`src/rtl/abus_pkg.sv`:
```
package abus_pkg;

  typedef enum logic [2:0] {
    ST_IDLE,
    ST_ADDR,
    ST_MSYN,
    ST_DESKEW,
    ST_RELEASE,
    ST_ENDP
  } seq_state_e;

  // interval in cycles, at least one
  function automatic int unsigned ns_to_cycles(input int unsigned ns,
                                               input int unsigned per);
    int unsigned c;
    c = (ns + per - 1) / per;
    return (c == 0) ? 1 : c;
  endfunction

  function automatic int unsigned max2(input int unsigned a,
                                       input int unsigned b);
    return (a > b) ? a : b;
  endfunction

  function automatic logic code_is_write(input logic [1:0] code);
    return code[1];
  endfunction

endpackage

```
`src/rtl/abus_sync.sv`:
```
module abus_sync #(
  parameter int unsigned STAGES = 2
) (
  input  logic clk,
  input  logic rst_n,
  input  logic d_i,
  output logic q_o
);
  logic [STAGES-1:0] sreg_q;
  logic [STAGES-1:0] sreg_d;

  generate
    if (STAGES == 1) begin : g_one
      always_comb sreg_d = d_i;
    end else begin : g_many
      always_comb sreg_d = {sreg_q[STAGES-2:0], d_i};
    end
  endgenerate

  always_ff @(posedge clk or negedge rst_n) begin
    if (!rst_n) sreg_q <= '0;
    else        sreg_q <= sreg_d;
  end

  assign q_o = sreg_q[STAGES-1];
endmodule

```
`src/rtl/abus_delay_timer.sv`:
```
module abus_delay_timer #(
  parameter int unsigned W = 10
) (
  input  logic         clk,
  input  logic         rst_n,
  input  logic         load_i,
  input  logic [W-1:0] load_val_i,
  input  logic         en_i,
  output logic         zero_o
);
  logic [W-1:0] cnt_q;
  logic [W-1:0] cnt_d;

  always_comb begin
    cnt_d = cnt_q;
    if (load_i)    cnt_d = load_val_i;
    else if (en_i) cnt_d = cnt_q - 1'b1;
  end

  always_ff @(posedge clk or negedge rst_n) begin
    if (!rst_n) cnt_q <= '0;
    else        cnt_q <= cnt_d;
  end

  assign zero_o = (cnt_q == '0);


  no_underflow_chk: assert property (@(posedge clk) disable iff (!rst_n)
    !(en_i && !load_i && zero_o));


  only_down_chk: assert property (@(posedge clk) disable iff (!rst_n)
    !load_i |=> (cnt_q <= $past(cnt_q)));
endmodule

```
`src/rtl/abus_master_seq.sv`:
```
module abus_master_seq
  import abus_pkg::*;
#(
  parameter int unsigned AW            = 18,
  parameter int unsigned DW            = 16,
  parameter int unsigned CLK_PERIOD_NS = 10,
  parameter int unsigned MSYN_DLY_NS   = 200,
  parameter int unsigned DESKEW_NS     = 200,
  parameter int unsigned END_PULSE_NS  = 100,
  parameter int unsigned TIMEOUT_NS    = 10000,
  parameter int unsigned SYNC_STAGES   = 2
) (
  input  logic          clk,
  input  logic          rst_n,
  input  logic          start_i,
  input  logic [1:0]    cyc_code_i,
  input  logic [AW-1:0] addr_i,
  input  logic [DW-1:0] wdata_i,
  input  logic          ssyn_i,
  input  logic [DW-1:0] bus_rdata_i,
  output logic [AW-1:0] bus_addr_o,
  output logic          bus_addr_en_o,
  output logic [1:0]    bus_ctl_o,
  output logic [DW-1:0] bus_data_o,
  output logic          bus_data_en_o,
  output logic          msyn_o,
  output logic          end_cycle_o,
  output logic          busy_o,
  output logic          timeout_o,
  output logic          timeout_n_o,
  output logic [DW-1:0] rdata_o
);
  localparam int unsigned MSYN_CYC = ns_to_cycles(MSYN_DLY_NS, CLK_PERIOD_NS);
  localparam int unsigned DESK_CYC = ns_to_cycles(DESKEW_NS, CLK_PERIOD_NS);
  localparam int unsigned END_CYC  = ns_to_cycles(END_PULSE_NS, CLK_PERIOD_NS);
  localparam int unsigned TO_CYC   = ns_to_cycles(TIMEOUT_NS, CLK_PERIOD_NS);
  localparam int unsigned MAX_CYC  = max2(max2(MSYN_CYC, DESK_CYC),
                                          max2(END_CYC, TO_CYC));
  localparam int unsigned TW       = $clog2(MAX_CYC + 1);

  localparam logic [TW-1:0] MSYN_LD = TW'(MSYN_CYC - 1);
  localparam logic [TW-1:0] DESK_LD = TW'(DESK_CYC - 1);
  localparam logic [TW-1:0] END_LD  = TW'(END_CYC - 1);
  localparam logic [TW-1:0] TO_LD   = TW'(TO_CYC - 1);

  // reset: asserted at once, released through the synchroniser
  logic rst_sync_n;
  abus_sync #(.STAGES(2)) u_rst_sync (
    .clk(clk), .rst_n(rst_n), .d_i(1'b1), .q_o(rst_sync_n));

  logic ssyn_s;
  abus_sync #(.STAGES(SYNC_STAGES)) u_ssyn_sync (
    .clk(clk), .rst_n(rst_sync_n), .d_i(ssyn_i), .q_o(ssyn_s));

  seq_state_e      state_q, state_d;
  logic            tmr_load, tmr_en, tmr_zero;
  logic [TW-1:0]   tmr_val;
  logic            cap_req, cap_rd, to_set;

  logic [AW-1:0]   addr_q;
  logic [DW-1:0]   wdata_q;
  logic [1:0]      code_q;
  logic [DW-1:0]   rdata_q;
  logic            timeout_q;

  abus_delay_timer #(.W(TW)) u_timer (
    .clk(clk), .rst_n(rst_sync_n), .load_i(tmr_load),
    .load_val_i(tmr_val), .en_i(tmr_en), .zero_o(tmr_zero));

  // next-state logic
  always_comb begin
    state_d  = state_q;
    tmr_load = 1'b0;
    tmr_val  = '0;
    tmr_en   = 1'b0;
    cap_req  = 1'b0;
    cap_rd   = 1'b0;
    to_set   = 1'b0;
    case (state_q)
      ST_IDLE: begin
        if (start_i) begin
          state_d  = ST_ADDR;
          tmr_load = 1'b1;
          tmr_val  = MSYN_LD;
          cap_req  = 1'b1;
        end
      end
      ST_ADDR: begin
        if (tmr_zero) begin
          state_d  = ST_MSYN;
          tmr_load = 1'b1;
          tmr_val  = TO_LD;
        end else begin
          tmr_en = 1'b1;
        end
      end
      ST_MSYN: begin
        if (ssyn_s) begin
          if (code_is_write(code_q)) begin
            state_d = ST_RELEASE;
          end else begin
            state_d  = ST_DESKEW;
            tmr_load = 1'b1;
            tmr_val  = DESK_LD;
          end
        end else if (tmr_zero) begin
          state_d  = ST_ENDP;
          to_set   = 1'b1;
          tmr_load = 1'b1;
          tmr_val  = END_LD;
        end else begin
          tmr_en = 1'b1;
        end
      end
      ST_DESKEW: begin
        if (tmr_zero) begin
          state_d = ST_RELEASE;
          cap_rd  = 1'b1;
        end else begin
          tmr_en = 1'b1;
        end
      end
      ST_RELEASE: begin
        if (!ssyn_s) begin
          state_d  = ST_ENDP;
          tmr_load = 1'b1;
          tmr_val  = END_LD;
        end
      end
      ST_ENDP: begin
        if (tmr_zero) state_d = ST_IDLE;
        else          tmr_en  = 1'b1;
      end
      default: state_d = ST_IDLE;
    endcase
  end

  always_ff @(posedge clk or negedge rst_sync_n) begin
    if (!rst_sync_n) state_q <= ST_IDLE;
    else             state_q <= state_d;
  end

  // datapath registers with explicit enables
  always_ff @(posedge clk or negedge rst_sync_n) begin
    if (!rst_sync_n) begin
      addr_q  <= '0;
      wdata_q <= '0;
      code_q  <= '0;
    end else if (cap_req) begin
      addr_q  <= addr_i;
      wdata_q <= wdata_i;
      code_q  <= cyc_code_i;
    end
  end

  always_ff @(posedge clk or negedge rst_sync_n) begin
    if (!rst_sync_n)  rdata_q <= '0;
    else if (cap_rd)  rdata_q <= bus_rdata_i;
  end

  always_ff @(posedge clk or negedge rst_sync_n) begin
    if (!rst_sync_n)   timeout_q <= 1'b0;
    else if (cap_req)  timeout_q <= 1'b0;
    else if (to_set)   timeout_q <= 1'b1;
  end

  logic addr_phase;
  assign addr_phase = (state_q == ST_ADDR) || (state_q == ST_MSYN) ||
                      (state_q == ST_DESKEW) || (state_q == ST_RELEASE);

  assign bus_addr_en_o = addr_phase;
  assign bus_addr_o    = addr_phase ? addr_q : '0;
  assign bus_ctl_o     = addr_phase ? code_q : 2'b00;
  assign bus_data_en_o = addr_phase && code_is_write(code_q);
  assign bus_data_o    = bus_data_en_o ? wdata_q : '0;
  assign msyn_o        = (state_q == ST_MSYN) || (state_q == ST_DESKEW);
  assign end_cycle_o   = (state_q == ST_ENDP);
  assign busy_o        = (state_q != ST_IDLE);
  assign timeout_o     = timeout_q;
  assign timeout_n_o   = ~timeout_q;
  assign rdata_o       = rdata_q;


  msyn_under_addr_chk: assert property (@(posedge clk) disable iff (!rst_n)
    msyn_o |-> bus_addr_en_o);


  msyn_after_addr_chk: assert property (@(posedge clk) disable iff (!rst_n)
    $rose(msyn_o) |-> $past(bus_addr_en_o));


  no_read_data_chk: assert property (@(posedge clk) disable iff (!rst_n)
    bus_data_en_o |-> (bus_ctl_o[1] && bus_addr_en_o));


  end_released_chk: assert property (@(posedge clk) disable iff (!rst_n)
    end_cycle_o |-> (!msyn_o && !bus_addr_en_o && !bus_data_en_o));


  timeout_ends_chk: assert property (@(posedge clk) disable iff (!rst_n)
    $rose(timeout_o) |-> (end_cycle_o && !msyn_o));


  addr_stable_chk: assert property (@(posedge clk) disable iff (!rst_n)
    bus_addr_en_o |=> (!bus_addr_en_o || $stable(bus_addr_o)));
endmodule

```
`config.mk`:
```
export PLATFORM = sky130hd
export DESIGN_NAME = abus_master_seq
export DESIGN_NICKNAME = d
export VERILOG_FILES = /design/src/rtl/abus_pkg.sv /design/src/rtl/abus_sync.sv /design/src/rtl/abus_delay_timer.sv /design/src/rtl/abus_master_seq.sv
export SDC_FILE = /design/constraint.sdc
export NUM_CORES = 1
export LEC_CHECK = 0
export ABC_AREA = 1
export CAP_MARGIN = 40
export CORE_ASPECT_RATIO = 2
export CORE_MARGIN = 2
export CORE_UTILIZATION = 49
export CTS_BUF_LIST = sky130_fd_sc_hd__clkbuf_4 sky130_fd_sc_hd__clkbuf_8 sky130_fd_sc_hd__clkbuf_16
export CTS_CLUSTER_DIAMETER = 150
export CTS_CLUSTER_SIZE = 25
export DETAILED_ROUTE_END_ITERATION = 16
export GPL_ROUTABILITY_DRIVEN = 0
export GPL_TIMING_DRIVEN = 0
export HOLD_SLACK_MARGIN = 0.08
export PLACE_DENSITY = 0.85
export SLEW_MARGIN = 15
export SYNTH_ARGS = -nofsm -noshare
export SYNTH_HDL_FRONTEND = slang
export SYNTH_SLANG_ARGS = --single-unit
```
`constraint.sdc`:
```
create_clock -name clk -period 3.9 [get_ports clk]
set_input_delay 0.78 -clock clk [delete_from_list [all_inputs] [get_ports clk]]
set_output_delay 0.78 -clock clk [all_outputs]
set_load 0.03 [all_outputs]
```
==> results.yml, run 1 <==
critical_path:
  required_ps: 3120
  worstSetupStartpointType: "flip-flop"
  worst-setup-path-type: "flip-flop to output pin"
  cp.arrival_ps: 2640
  cp_max_fo: 10
  end_kind: "output pin"
yosys:
  synth_seq_cells: 70
  synth_area_leaders: "dfrtp_1, nand2_1, o21ai_0"
  syn_nets: 447
  yosys_warnings: 0
  synthCells: 389
  synthFlopType: "dfrtp_1"
  synth_top_area_cell: "dfrtp_1"
  postSynthAreaPerCell_um2: 8.86
  yosysMostFrequentCell: "nand2_1"
  synth_edf_count: 0
  async_reset_ff_share_pct: 100
  synth_common_cells: "nand2_1, dfrtp_1, inv_1, nor2_1, o21ai_0"
  ys_types: 33
  netlist_area_um2: 3450
  netlist.area_leader.share_pct: 50.8
  yosysSeqAreaShare_pct: 50.8
placement:
  io_buffer_count: 114
  hpwlAfterDp_um: 6870
  pre_cts_ws_ps: 855
global_route:
  grt_overflow: 0
  grt.total_usage_pct: 24.7
  antenna_found_initial: 0
  grt_pass1_wl_um: 14700
  grt_pass1_vias: 3179
  grt_max_degree: 45
clocking:
  ctsResizeCount: 0
  clk_root_buffer_cell: "clkbuf_16"
  clkTransAtPathRegs_ps: 60
  htreeDepth: 3
  cts.sinks: 70
  cts.path.max_buffers: 2
  cts_tree: "done"
  hold_buffers: 0
  cts_buffers: 9
  clock_latency_ps: 340
  cts_setup_buffers: 0
power:
  sw_frac_of_total_pct: 43.7
  p_switching_mw: 2.03
  seq_power_share_pct: 26.8
  p_leak_nw: 2.36
  pwr-share-clk_pct: 17.8
  p_comb_share_pct: 55.4
  p_per_area_nw_per_um2: 921
  vdd_drop_max_uv: 535
  p_int_mw: 2.61
route:
  firstDrtPassIters: 4
  via_count: 3014
  vias_per_cell: 4.94
  drc_errors: 0
  drt_iter0_markers: 144
  ant_nets: 0
  wl_um: 8860
  detail_route.wl_per_cell_um: 14.5
timing:
  setup_slack_ps: 480
  skew_ps: 5.86
  min_period_over_period_pct: 87.7
  rsz0062_at_grt: "no"
  finalSetupTns_ps: 0
  setup_viol: 0
  finalHoldViolCount: 0
  period_minus_slack_ps: 3420
  tightest_slew_ps: 555
  report.final.slew_viol_count: 0
  relSlewSlack_pct: 63.0
  fmax_mhz: 292
hold_path:
  hold_path.class: "flip-flop to asynchronous set/reset pin"
floorplan:
  num_rows: 43
  io_pins: 115
  dieWidth_um: 63.3
  core_um2: 6890
  start_util_pct: 50.1
  die_y_um: 123
  dieArea_um2: 7760
final_layout:
  area_growth_pct: 45.9
  final_nets: 573
  diodes: 0
  drive_gt1_share_pct: 13.3
status:
  status: "complete, no violations"
flow_run:
  maxCapViolCount: 0
[logic make-up after synthesis]
| kind of cell | count (synthesis) | synth area share, % |
|---|---|---|
| other | 1 | 0.109 |
| AO/OA/AOI/OAI | 52 | 8.53 |
| multiplexers | 16 | 6.32 |
| AND/OR/NAND/NOR | 169 | 22.9 |
| adder cells (fa/ha/maj) | 2 | 0.726 |
| buffers and inverters | 72 | 8.78 |
| XOR/XNOR | 7 | 1.78 |
| flip-flops | 70 | 50.8 |
[power groups by stage]
stage	logic [mW]	registers, mW	clock network [mW]
2_1_floorplan	1.50	1.39	0
3_3_place_gp	2.50	1.24	0
3_5_place_dp	2.56	1.25	0
4_1_cts	2.58	1.24	0.834
5_1_grt	2.78	1.28	0.868
6_report	2.57	1.24	0.826
[per-stage QoR]
step,utilization [%],power (mW),area [um2],hold WS (ps),std cells
floorplan,-,2.88,3450,331,389
global placement,68.3,3.74,4700,333,593
detailed placement,68.6,3.81,4720,250,594
CTS,73.0,4.65,5030,251,610
global route,73.0,4.93,5030,268,610
finish,73.0,4.63,5030,234,610
[final timing paths]
path | from | endpoint | slack [ps] | depth (start not counted)
max | state_q[0]$_DFFE_PN0P_ | bus_data_o[11] | 480 | 9
min | u_rst_sync.sreg_q[1]$_DFF_PN0_ | rdata_o[14]$_DFFE_PN0P_ | 230 | 0
max reg2reg | u_timer.cnt_q[0]$_DFFE_PN0P_ | rdata_o[14]$_DFFE_PN0P_ | 2050 | 7
min reg2reg | u_rst_sync.sreg_q[1]$_DFF_PN0_ | rdata_o[14]$_DFFE_PN0P_ | 230 | 0
max in group asynchronous | u_rst_sync.sreg_q[1]$_DFF_PN0_ | addr_q[12]$_DFFE_PN0P_ | 3120 | 1
min in group clk | u_ssyn_sync.sreg_q[0]$_DFF_PN0_ | u_ssyn_sync.sreg_q[1]$_DFF_PN0_ | 350 | 0
[metal layers]
metal  vias up  global-route usage [%]  wire (um)
met5         -                       0          0
met4         0                    13.9        294
met3        20                    5.87        436
met2       104                    47.1       5160
met1      1434                    23.6       2970
li1       1456                       -          -
[layout by cell type, fill, tap and decap left out, drive strengths merged, types with 2 or more instances in the layout]
cell             n
a21oi            4
o21ai           48
clkinv           2
nand3           20
nor2            54
buf              9
nand2           89
mux2            16
dfrtp           70
nor3             3
clkbuf          18
xor2             7
clkdlybuf4s50  114
ha               2
inv             59
nand4            3
[worst max-delay path, cell delays in order (launching register included)]
cell	delay (ps)
dfrtp_1	430
nor2_2	190
nand2_1	180
nand2_1	160
inv_1	70
nor2_1	190
inv_2	120
buf_6	160
nor2_1	110
clkdlybuf4s50_1	690
[layout make-up]
cell class | count | area (um2)
inverters | 59 | 221
flip-flops and latches | 70 | 1760
plain buffers | 13 | 81.3
clock inverters | 3 | 43.8
multi-input cells | 247 | 1390
clock buffers | 13 | 262
repair buffers | 115 | 1160
fillers | 504 | 1860
well taps | 90 | 113
[flip-flops by register name, summed over array words and instances, names as in the netlist]
signal              cells
wdata_q                16
addr_q                 18
state_q                 3
u_ssyn_sync.sreg_q      2
timeout_o               1
u_rst_sync.sreg_q       2
rdata_o                16
u_timer.cnt_q          10
code_q                  2
Note: power is estimated with default switching activity, not from simulation.
==> run 2: changes to the inputs <==
--- a/config.mk
+++ b/config.mk
@@ -8,9 +8,8 @@
 export ABC_AREA = 1
 export CAP_MARGIN = 40
 export CORE_ASPECT_RATIO = 2
-export CORE_MARGIN = 2
+export CORE_MARGIN = 5
 export CORE_UTILIZATION = 49
-export CTS_BUF_LIST = sky130_fd_sc_hd__clkbuf_4 sky130_fd_sc_hd__clkbuf_8 sky130_fd_sc_hd__clkbuf_16
 export CTS_CLUSTER_DIAMETER = 150
 export CTS_CLUSTER_SIZE = 25
 export DETAILED_ROUTE_END_ITERATION = 16
==> run 2 against run 1 <==
Design area shrank 0.57%. Setup slack lost 11 ps. Via count grew 2.5%. Die area grew 15%.
==> results.yml, run 2 (same netlist as run 1, synthesis figures left out) <==
status:
  status: "complete, no violations"
floorplan:
  dieArea_um2: 8910
  die_y_um: 129
  core_um2: 6890
  num_rows: 43
  dieWidth_um: 69.3
  io_pins: 115
  start_util_pct: 50.1
timing:
  rsz0062_at_grt: "no"
  finalSetupTns_ps: 0
  period_minus_slack_ps: 3430
  setup_viol: 0
  relSlewSlack_pct: 60.5
  skew_ps: 7.54
  setup_slack_ps: 468
  report.final.slew_viol_count: 0
  fmax_mhz: 291
  tightest_slew_ps: 592
  finalHoldViolCount: 0
  min_period_over_period_pct: 88.0
power:
  seq_power_share_pct: 27.0
  vdd_drop_max_uv: 501
  p_int_mw: 2.56
  p_leak_nw: 2.34
  p_switching_mw: 2.04
  p_comb_share_pct: 56.6
  p_per_area_nw_per_um2: 920
  pwr-share-clk_pct: 16.4
  sw_frac_of_total_pct: 44.4
global_route:
  grt.total_usage_pct: 21.9
  grt-busiest-layer: "met2"
  grt_use_met3_pct: 5.79
  grtUsageMet1_pct: 22.3
  met2_usage_pct: 41.2
  grt_max_degree: 64
  grt_pass1_wl_um: 15500
  grt_pass1_vias: 3308
  grt_overflow: 0
  antenna_found_initial: 0
critical_path:
  cp_max_fo: 10
  worstSetupStartpointType: "flip-flop"
  crit_family: "buffers and inverters"
  cp.arrival_ps: 2650
  worst-setup-path-type: "flip-flop to output pin"
  crit_path_top_delay_cell: "clkdlybuf4s50_1"
  required_ps: 3120
  path_buf_inv: 4
  slowest_delay_ps: 690
  cp_cell_sequence: "nor2_2 > nand2_1 > nand2_1 > inv_1 > nor2_1 > inv_2 > buf_6 > nor2_1 > clkdlybuf4s50_1"
  end_kind: "output pin"
final_layout:
  layout.area.seq_um2: 1760
  drive_gt1_share_pct: 12.6
  nFillCells: 530
  final_common_cell: "clkdlybuf4s50_1"
  area_growth_pct: 45.1
  multi_input_area_um2: 1390
  largest-register: "addr_q"
  final_cell_mix: "clkdlybuf4s50_1, nand2_1, dfrtp_1, inv_1, nor2_1"
  diodes: 0
  largest_reg_flops: 18
  final_nets: 573
route:
  vias_per_cell: 5.09
  via_count: 3090
  ant_nets: 0
  drt_iter0_markers: 170
  drc_errors: 0
  wl_um: 9450
  firstDrtPassIters: 4
  detail_route.wl_per_cell_um: 15.6
clocking:
  clkTransAtPathRegs_ps: 50
  hold_buffers: 0
  clk_root_buffer_cell: "clkbuf_16"
  cts_tree: "done"
  cts_buffers: 9
  cts.sinks: 70
  clock_latency_ps: 330
  htreeDepth: 3
  cts_setup_buffers: 0
  cts.path.max_buffers: 2
  ctsResizeCount: 0
flow_run:
  maxCapViolCount: 0
placement:
  io_buffer_count: 114
  pre_cts_ws_ps: 878
  hpwlAfterDp_um: 7080
hold_path:
  hold_path.class: "flip-flop to asynchronous set/reset pin"
==> run 2: changes by cell type in the layout (fill, tap and decap cells not counted) <==
cell      change
buf_12        -1
buf_16        +1
clkbuf_1      +1
clkbuf_4      -3
clkbuf_8      -1
clkinv_2      +1
clkinv_4      -1
==> run 2: area by class of cell <==
| cell class | count | share of cell area (%) |
|---|---|---|
| buffer | 13 | 1.63 |
| inverter | 59 | 4.43 |
| tap | 90 | 2.25 |
| clock buffer | 10 | 4.58 |
| sequential | 70 | 35.1 |
| clock inverter | 3 | 0.801 |
| timing repair buffer | 115 | 23.4 |
| multi-input combinational | 247 | 27.8 |
==> run 2: power groups by stage <==
stage          registers, mW  clock network, mW  logic (mW)
2_1_floorplan           1.39                  0        1.50
3_3_place_gp            1.23                  0        2.51
3_5_place_dp            1.24                  0        2.59
4_1_cts                 1.24              0.770        2.62
5_1_grt                 1.27              0.793        2.81
6_report                1.24              0.755        2.60
==> run 2: per-layer routing <==
layer  vias to the layer above  part of all wire (%)
li1                       1452                     -
met1                      1489                    35
met2                       131                    56
met3                        18                   6.7
met4                         0                   2.0
met5                         -                     0
==> run 2: final timing paths <==
check | start | to | slack (ps) | cells past startpoint
max | state_q[0]$_DFFE_PN0P_ | bus_data_o[13] | 470 | 9
min | u_rst_sync.sreg_q[1]$_DFF_PN0_ | addr_q[3]$_DFFE_PN0P_ | 130 | 0
max reg2reg | u_timer.cnt_q[0]$_DFFE_PN0P_ | u_timer.cnt_q[7]$_DFFE_PN0P_ | 1990 | 11
min reg2reg | u_rst_sync.sreg_q[1]$_DFF_PN0_ | addr_q[3]$_DFFE_PN0P_ | 130 | 0
max in group asynchronous | rst_n | u_rst_sync.sreg_q[1]$_DFF_PN0_ | 3160 | 1
min in group clk | u_rst_sync.sreg_q[0]$_DFF_PN0_ | u_rst_sync.sreg_q[1]$_DFF_PN0_ | 350 | 0
==> run 2: metrics by stage <==
| step | cell area (um2) | total power, mW | instances | utilization (%) | hold WS (ps) |
|---|---|---|---|---|---|
| 3_3_place_gp | 4700 | 3.74 | 593 | 68.3 | 337 |
| 3_5_place_dp | 4730 | 3.83 | 594 | 68.7 | 133 |
| 2_1_floorplan | 3450 | 2.88 | 389 | - | 331 |
| 5_1_grt | 5000 | 4.88 | 607 | 72.6 | 149 |
| 6_report | 5000 | 4.60 | 607 | 72.6 | 135 |
| 4_1_cts | 5000 | 4.62 | 607 | 72.6 | 138 |
==> run 3: changes to the inputs <==
--- a/config.mk
+++ b/config.mk
@@ -6,7 +6,7 @@
 export NUM_CORES = 1
 export LEC_CHECK = 0
 export ABC_AREA = 1
-export CAP_MARGIN = 40
+export CAP_MARGIN = 10
 export CORE_ASPECT_RATIO = 2
 export CORE_MARGIN = 5
 export CORE_UTILIZATION = 49
==> results of run 3 <==
Final layout, timing and power as in run 2 (identical DEF).
